===== config.mk =====
export PLATFORM = sky130hd
export DESIGN_NAME = irq_slice
export DESIGN_NICKNAME = d
export VERILOG_FILES = /design/src/rtl/irq_pkg.sv /design/src/rtl/irq_sync.sv /design/src/rtl/irq_detect.sv /design/src/rtl/irq_regs.sv /design/src/rtl/irq_out.sv /design/src/rtl/irq_slice.sv
export SDC_FILE = /design/constraint.sdc
export NUM_CORES = 1
export LEC_CHECK = 0
export ABC_AREA = 1
export BUFFER_PORTS_ARGS = -buffer_cell sky130_fd_sc_hd__buf_2
export CORE_ASPECT_RATIO = 1.1
export CORE_MARGIN = 3
export CORE_UTILIZATION = 54
export DETAILED_ROUTE_END_ITERATION = 12
export PLACE_DENSITY = 0.76
export SKIP_LAST_GASP = 1
export SLEW_MARGIN = 20
export SYNTH_ARGS = -nofsm -noshare
export SYNTH_HDL_FRONTEND = slang
export SYNTH_HIERARCHICAL = 1
export SYNTH_SLANG_ARGS = --single-unit

===== constraint.sdc =====
create_clock -name clk -period 1.05 [get_ports clk]
set_input_delay 0.0525 -clock clk [delete_from_list [all_inputs] [get_ports clk]]
set_output_delay 0.0525 -clock clk [all_outputs]
set_load 0.01 [all_outputs]

===== src/rtl/irq_pkg.sv =====
// Shared constants for the interrupt controller slice.
// Assumes a register bus with a 3-bit offset and one bit per source.
package irq_pkg;
    localparam int ADDR_W = 3;
    localparam logic [ADDR_W-1:0] OFS_PEND   = 3'd0;
    localparam logic [ADDR_W-1:0] OFS_EN     = 3'd1;
    localparam logic [ADDR_W-1:0] OFS_ROUTE  = 3'd2;
    localparam logic [ADDR_W-1:0] OFS_POL    = 3'd3;
    localparam logic [ADDR_W-1:0] OFS_SENSE  = 3'd4;
    localparam logic [ADDR_W-1:0] OFS_MASKED = 3'd5;
endpackage


===== src/rtl/irq_sync.sv =====
// Two-flop synchroniser for a vector of asynchronous sources.
// Assumes each bit is an independent level and resets to 0.
module irq_sync #(
    parameter int W = 32
) (
    input  logic         clk,
    input  logic         rst_n,
    input  logic [W-1:0] d_async,
    output logic [W-1:0] d_sync
);
    logic [W-1:0] stage1_q;
    logic [W-1:0] stage2_q;

    // Purpose: move the raw inputs through two flops into the clock domain.
    always_ff @(posedge clk) begin
        if (!rst_n) begin
            stage1_q <= '0;
            stage2_q <= '0;
        end else begin
            stage1_q <= d_async;
            stage2_q <= stage1_q;
        end
    end

    assign d_sync = stage2_q;
endmodule


===== src/rtl/irq_detect.sv =====
// Polarity adjustment plus level/edge detection, one bit per source.
// Assumes inputs are synchronised and already in register bit order.
// Produces a set request for the pending register each cycle.
module irq_detect #(
    parameter int W = 32
) (
    input  logic         clk,
    input  logic         rst_n,
    input  logic [W-1:0] lvl_sync,
    input  logic [W-1:0] pol,
    input  logic [W-1:0] sense,
    output logic [W-1:0] set_vec
);
    logic [W-1:0] active;
    logic [W-1:0] active_q;

    // Purpose: a polarity bit of 1 keeps the level; 0 inverts it.
    always_comb begin
        active = ~(lvl_sync ^ pol);
    end

    // Purpose: remember last cycle's active state for edge detection.
    always_ff @(posedge clk) begin
        if (!rst_n) active_q <= '0;
        else        active_q <= active;
    end

    // Purpose: per source, pick a level or a transition as the set event.
    for (genvar i = 0; i < W; i++) begin : g_det
        always_comb begin
            if (sense[i]) set_vec[i] = active[i] & ~active_q[i];
            else          set_vec[i] = active[i];
        end
    end

    // with the sense type unchanged, an edge source never sets two cycles running
    p_edge_no_repeat_r5: assert property (@(posedge clk) disable iff (!rst_n)
        ($stable(sense) && $past(rst_n)) |->
        ((set_vec & sense & $past(set_vec & sense)) == '0));
endmodule


===== src/rtl/irq_regs.sv =====
// Register file: pending (write-one-to-clear), enable, routing,
// polarity, sense type and the read-only masked view.
// Assumes single-cycle bus writes and combinational reads.
// A set request beats a clear of the same bit in the same cycle.
module irq_regs
    import irq_pkg::*;
#(
    parameter int W = 32
) (
    input  logic              clk,
    input  logic              rst_n,
    input  logic              bus_sel,
    input  logic              bus_we,
    input  logic [ADDR_W-1:0] bus_addr,
    input  logic [W-1:0]      bus_wdata,
    output logic [W-1:0]      bus_rdata,
    input  logic [W-1:0]      set_vec,
    output logic [W-1:0]      en_q,
    output logic [W-1:0]      route_q,
    output logic [W-1:0]      pol_q,
    output logic [W-1:0]      sense_q,
    output logic [W-1:0]      masked
);
    logic [W-1:0] pend_q;
    logic [W-1:0] clr_mask;
    logic         wr_pend;
    logic         wr_any;

    // Purpose: decode write strobes.
    always_comb begin
        wr_any   = bus_sel & bus_we;
        wr_pend  = wr_any & (bus_addr == OFS_PEND);
        clr_mask = wr_pend ? bus_wdata : '0;
    end

    // Purpose: latch set events and apply write-one-to-clear; set has priority.
    always_ff @(posedge clk) begin
        if (!rst_n) pend_q <= '0;
        else        pend_q <= (pend_q & ~clr_mask) | set_vec;
    end

    // Purpose: plain read/write control registers.
    always_ff @(posedge clk) begin
        if (!rst_n) begin
            en_q    <= '0;
            route_q <= '0;
            pol_q   <= '0;
            sense_q <= '0;
        end else if (wr_any) begin
            case (bus_addr)
                OFS_EN:    en_q    <= bus_wdata;
                OFS_ROUTE: route_q <= bus_wdata;
                OFS_POL:   pol_q   <= bus_wdata;
                OFS_SENSE: sense_q <= bus_wdata;
                default:   ;
            endcase
        end
    end

    // Purpose: masked view of enabled pending sources.
    always_comb begin
        masked = pend_q & en_q;
    end

    // Purpose: read multiplexer.
    always_comb begin
        bus_rdata = '0;
        if (bus_sel && !bus_we) begin
            case (bus_addr)
                OFS_PEND:   bus_rdata = pend_q;
                OFS_EN:     bus_rdata = en_q;
                OFS_ROUTE:  bus_rdata = route_q;
                OFS_POL:    bus_rdata = pol_q;
                OFS_SENSE:  bus_rdata = sense_q;
                OFS_MASKED: bus_rdata = masked;
                default:    bus_rdata = '0;
            endcase
        end
    end

    // bits written as 1 without a simultaneous set are clear next cycle
    p_w1c_clears_r3: assert property (@(posedge clk) disable iff (!rst_n)
        wr_pend |=> ((pend_q & $past(bus_wdata & ~set_vec)) == '0));

    // without a pending write and without set events, pending holds
    p_pend_holds_r3: assert property (@(posedge clk) disable iff (!rst_n)
        (!wr_pend && set_vec == '0) |=> (pend_q == $past(pend_q)));

    // every set request is present in pending on the next cycle
    p_set_wins_r9: assert property (@(posedge clk) disable iff (!rst_n)
        (set_vec != '0) |=> ((pend_q & $past(set_vec)) == $past(set_vec)));
endmodule


===== src/rtl/irq_out.sv =====
// Registered request-line generation from the masked view and routing bits.
// Assumes active-high outputs suitable for driving a parent slice input.
module irq_out #(
    parameter int W = 32
) (
    input  logic         clk,
    input  logic         rst_n,
    input  logic [W-1:0] masked,
    input  logic [W-1:0] route,
    output logic         irq_noncrit,
    output logic         irq_crit
);
    // Purpose: OR-reduce each routed group and register it.
    always_ff @(posedge clk) begin
        if (!rst_n) begin
            irq_noncrit <= 1'b0;
            irq_crit    <= 1'b0;
        end else begin
            irq_noncrit <= |(masked & ~route);
            irq_crit    <= |(masked & route);
        end
    end

    // normal line follows the non-routed masked bits by one cycle
    p_noncrit_line_r8: assert property (@(posedge clk) disable iff (!rst_n)
        $past(rst_n) |-> (irq_noncrit == $past(|(masked & ~route))));

    // urgent line follows the routed masked bits by one cycle
    p_crit_line_r8: assert property (@(posedge clk) disable iff (!rst_n)
        $past(rst_n) |-> (irq_crit == $past(|(masked & route))));
endmodule


===== src/rtl/irq_slice.sv =====
// Top of the interrupt controller slice. Maps source n to register bit
// N_SRC-1-n, synchronises, detects, latches and drives two request lines.
// Assumes a synchronous active-low reset held for at least two cycles.
module irq_slice
    import irq_pkg::*;
#(
    parameter int N_SRC = 32
) (
    input  logic              clk,
    input  logic              rst_n,
    input  logic [N_SRC-1:0]  src_in,
    input  logic              bus_sel,
    input  logic              bus_we,
    input  logic [ADDR_W-1:0] bus_addr,
    input  logic [N_SRC-1:0]  bus_wdata,
    output logic [N_SRC-1:0]  bus_rdata,
    output logic              irq_noncrit,
    output logic              irq_crit
);
    localparam int MSB = N_SRC - 1;

    logic [N_SRC-1:0] src_msb_first;
    logic [N_SRC-1:0] lvl_sync;
    logic [N_SRC-1:0] set_vec;
    logic [N_SRC-1:0] en_q;
    logic [N_SRC-1:0] route_q;
    logic [N_SRC-1:0] pol_q;
    logic [N_SRC-1:0] sense_q;
    logic [N_SRC-1:0] masked;

    // Purpose: R2 bit ordering, source n lands on register bit MSB-n.
    for (genvar n = 0; n < N_SRC; n++) begin : g_order
        assign src_msb_first[MSB-n] = src_in[n];
    end

    irq_sync #(.W(N_SRC)) u_sync (
        .clk     (clk),
        .rst_n   (rst_n),
        .d_async (src_msb_first),
        .d_sync  (lvl_sync)
    );

    irq_detect #(.W(N_SRC)) u_detect (
        .clk      (clk),
        .rst_n    (rst_n),
        .lvl_sync (lvl_sync),
        .pol      (pol_q),
        .sense    (sense_q),
        .set_vec  (set_vec)
    );

    irq_regs #(.W(N_SRC)) u_regs (
        .clk       (clk),
        .rst_n     (rst_n),
        .bus_sel   (bus_sel),
        .bus_we    (bus_we),
        .bus_addr  (bus_addr),
        .bus_wdata (bus_wdata),
        .bus_rdata (bus_rdata),
        .set_vec   (set_vec),
        .en_q      (en_q),
        .route_q   (route_q),
        .pol_q     (pol_q),
        .sense_q   (sense_q),
        .masked    (masked)
    );

    irq_out #(.W(N_SRC)) u_out (
        .clk         (clk),
        .rst_n       (rst_n),
        .masked      (masked),
        .route       (route_q),
        .irq_noncrit (irq_noncrit),
        .irq_crit    (irq_crit)
    );
endmodule


==> flow_metrics.py <==
metrics = {
    "sta": {
        "fin_crit_ps": 1570,
        "rsz0062_at_grt": "true",
        "maxSlewHeadroom_pct": 77.1,
        "worst_slew_pin_slew_ps": 343,
        "timing.fmax_mhz": 637,
        "final_max_slew_viol_count": 0,
        "skew_ps": 12.6,
        "fin_crit_sh_pct": 150,
        "setup_ws_ps": -521,
        "hold_viol": 0,
        "setup-violations-final": 34,
    },
    "logic_synthesis": {
        "synth_cell_types": 19,
        "synth-simple-area-share_pct": 31.7,
        "syn_avg_cell_area_um2": 6.48,
        "synth_compound_area_share_pct": 11.0,
        "muxShareOfSynthArea_pct": 0,
        "seq_area_frac_synth_pct": 43.1,
        "yosysWarnings": 6,
        "yosys.area_share.adder_pct": 0,
        "synth_xor_xnor_area_share_pct": 0,
        "synth_top_family_by_area": "simple AND/OR/NAND/NOR gates",
        "synth_area_um2": 12000,
        "synthesis.instances": 1849,
        "synth_nets": 1920,
        "ys_seq_elements": 258,
    },
    "route": {
        "drt-initial-drc-count": 1348,
        "drt-total-wl_um": 37500,
        "routedWlPerCell_um": 15.5,
        "postRouteAntennaNets": 0,
        "detail_route.vias_per_cell": 5.29,
        "firstDrtPassIters": 5,
        "num_vias": 12800,
        "post-route-drc-count": 0,
    },
    "worst_setup_path": {
        "rrSetupSlack_ps": -190,
        "startpoint_type": "flop",
        "r2r_cells": 9,
        "timing.rr.end": "u_out/irq_noncrit",
        "required_ps": 1000,
        "path_class": "reg -> out",
        "crit_arrival_ps": 1520,
        "cp-end-kind": "primary output",
        "r2r-start": "u_regs/pend_q[22]",
        "critical_path_peak_fanout": 3,
    },
    "floorplanning": {
        "dieHeight_um": 162,
        "core_area_um2": 21600,
        "dieArea_um2": 24000,
        "die_x_um": 148,
        "row_count": 56,
        "io_pins": 105,
        "initial_core_util_pct": 55.5,
    },
    "power": {
        "max-vdd-ir-drop_mv": 1.25,
        "power_leakage_nw": 8.35,
        "power_density_nw_per_um2": 1450,
    },
    "final_layout": {
        "areaGrowthSynthToFinish_pct": 33.0,
        "nNetsFinal": 2182,
        "antennaDiodeCount": 0,
        "final_core_util_pct": 73.9,
        "seq_area_um2": 5290,
        "nFillCells": 1701,
        "most-common-layout-cells": "436 x nand2_1, 306 x nor2_1, 290 x inv_1",
        "multiInputGateArea_um2": 5410,
        "drive_gt1_share_pct": 23.9,
        "layout_commonest_cell": "nand2_1",
    },
    "cts": {
        "clkTransAtPathRegs_ps": 60,
        "cts_tree": "done",
        "h-tree-depth": 1,
        "clock-root-buffer": "clkbuf_16",
        "cts_made_buffers": 28,
        "clock_latency_ps": 540,
        "cts.sinks": 258,
        "clockBufferDepth": 3,
    },
    "min_path": {
        "min_to": "u_sync/stage1_q[30]",
        "hold_start": "src_in[1]",
        "hold_path.class": "in -> reg",
        "hold_depth": 4,
    },
    "place": {
        "dpl.hpwl_um": 24200,
        "globalplace.congestion": 0.899,
        "post-place-ws_ps": -260,
        "io_buffers": 104,
    },
    "global_routing": {
        "grt.overflow.total": 0,
        "grt_pass1_wl_um": 59300,
        "antenna_found_initial": 0,
        "grt_use_total_pct": 30.0,
        "grt_max_degree": 34,
        "grt_pass1_vias": 12300,
    },
    "outcome": {
        "outcome": "finished with violations",
        "violations": "negative setup slack",
    },
    "job": {
        "maxCapViolations": 0,
    },
}
-- worst max-delay path by stage --
stage	endpoint	startpoint	slack [ps]	depth (start not counted)
3_3_place_gp	u_regs/route_q[27]	bus_addr[0]	-240	8
4_1_cts	bus_rdata[31]	u_regs/en_q[31]	-520	6
3_5_place_dp	bus_rdata[24]	bus_addr[1]	-260	8
2_1_floorplan	u_regs/pend_q[31]	bus_addr[0]	10	8
6_report	bus_rdata[0]	u_regs/en_q[0]	-520	5
5_1_grt	bus_rdata[0]	u_regs/en_q[0]	-610	5
-- through the flow --
| step | instance area [µm²] | power (W) | TNS (ps) | hold WS [ps] | std cells |
|---|---|---|---|---|---|
| 2_1_floorplan | 12100 | 0.0117 | 0 | 146 | 1849 |
| 3_3_place_gp | 13900 | 0.0126 | -28380 | 233 | 2286 |
| 3_5_place_dp | 13900 | 0.0127 | -33780 | 236 | 2286 |
| 4_1_cts | 15800 | 0.0230 | -14680 | 214 | 2418 |
| 5_1_grt | 15900 | 0.0238 | -16920 | 235 | 2422 |
| 6_report | 15900 | 0.0231 | -14790 | 225 | 2422 |
-- cell usage after synthesis (all sizes together) --
cell / n / share of area, %
nor2: 345 / 11
nand2: 449 / 14
nand4: 96 / 5.1
o21ai: 133 / 5.6
clkbuf: 36 / 1.1
nand3: 37 / 1.6
inv: 300 / 9.4
a21oi: 130 / 5.4
dfxtp: 258 / 43
buf: 65 / 3.6
-- area by class of cell --
cell class	instances	share of cell area, %
multi-input combinational	1190	33.9
sequential	258	33.2
timing repair buffer	333	17.6
inverter	300	7.08
clock buffer	40	5.00
tap	290	2.28
clock inverter	11	1.00
-- per-layer routing --
| metal | up-vias | GRT usage [%] | routed length [µm] |
|---|---|---|---|
| li1 | 6237 | - | - |
| met1 | 5845 | 36.4 | 14500 |
| met2 | 613 | 52.7 | 18300 |
| met3 | 128 | 4.80 | 3270 |
| met4 | 0 | 13.2 | 1440 |
| met5 | - | 0 | 0 |
-- critical path: stages (launching register included) --
cell and delay [ps]:
dfxtp_2 350, nand4_1 120, nand2_1 90, nor2_1 50, a21oi_2 200, buf_2 170
-- logic make-up after synthesis --
kind of cell	Yosys count
DFF	258
and+or+nand+nor	927
AOI/OAI and AO/OA	263
buffers and inverters	401
-- what timing repair did --
item,4_1_cts,5_1_grt
buffers inserted,16,4
endpoints found under the setup margin,34,38
gates resized for setup,114,51
hold endpoints to repair,194,0
cloned,0,0
hold buffers,65,0
pin swaps,53,43
-- where the power goes --
group,internal (W),leakage [nW],switching (W)
combinational,0.00102,5.72,0.00136
sequential,0.0102,2.16,0.000223
clock,0.00624,0.465,0.00399
total,0.0175,8.35,0.00557
-- registers in the layout (all words and copies together) (netlist names), 32 cells and up --
register	cells
u_detect/active_q	32
u_regs/en_q	32
u_regs/pend_q	32
u_regs/pol_q	32
u_regs/route_q	32
u_regs/sense_q	32
u_sync/d_sync	32
u_sync/stage1_q	32
Note: power is estimated with default switching activity, not from simulation.
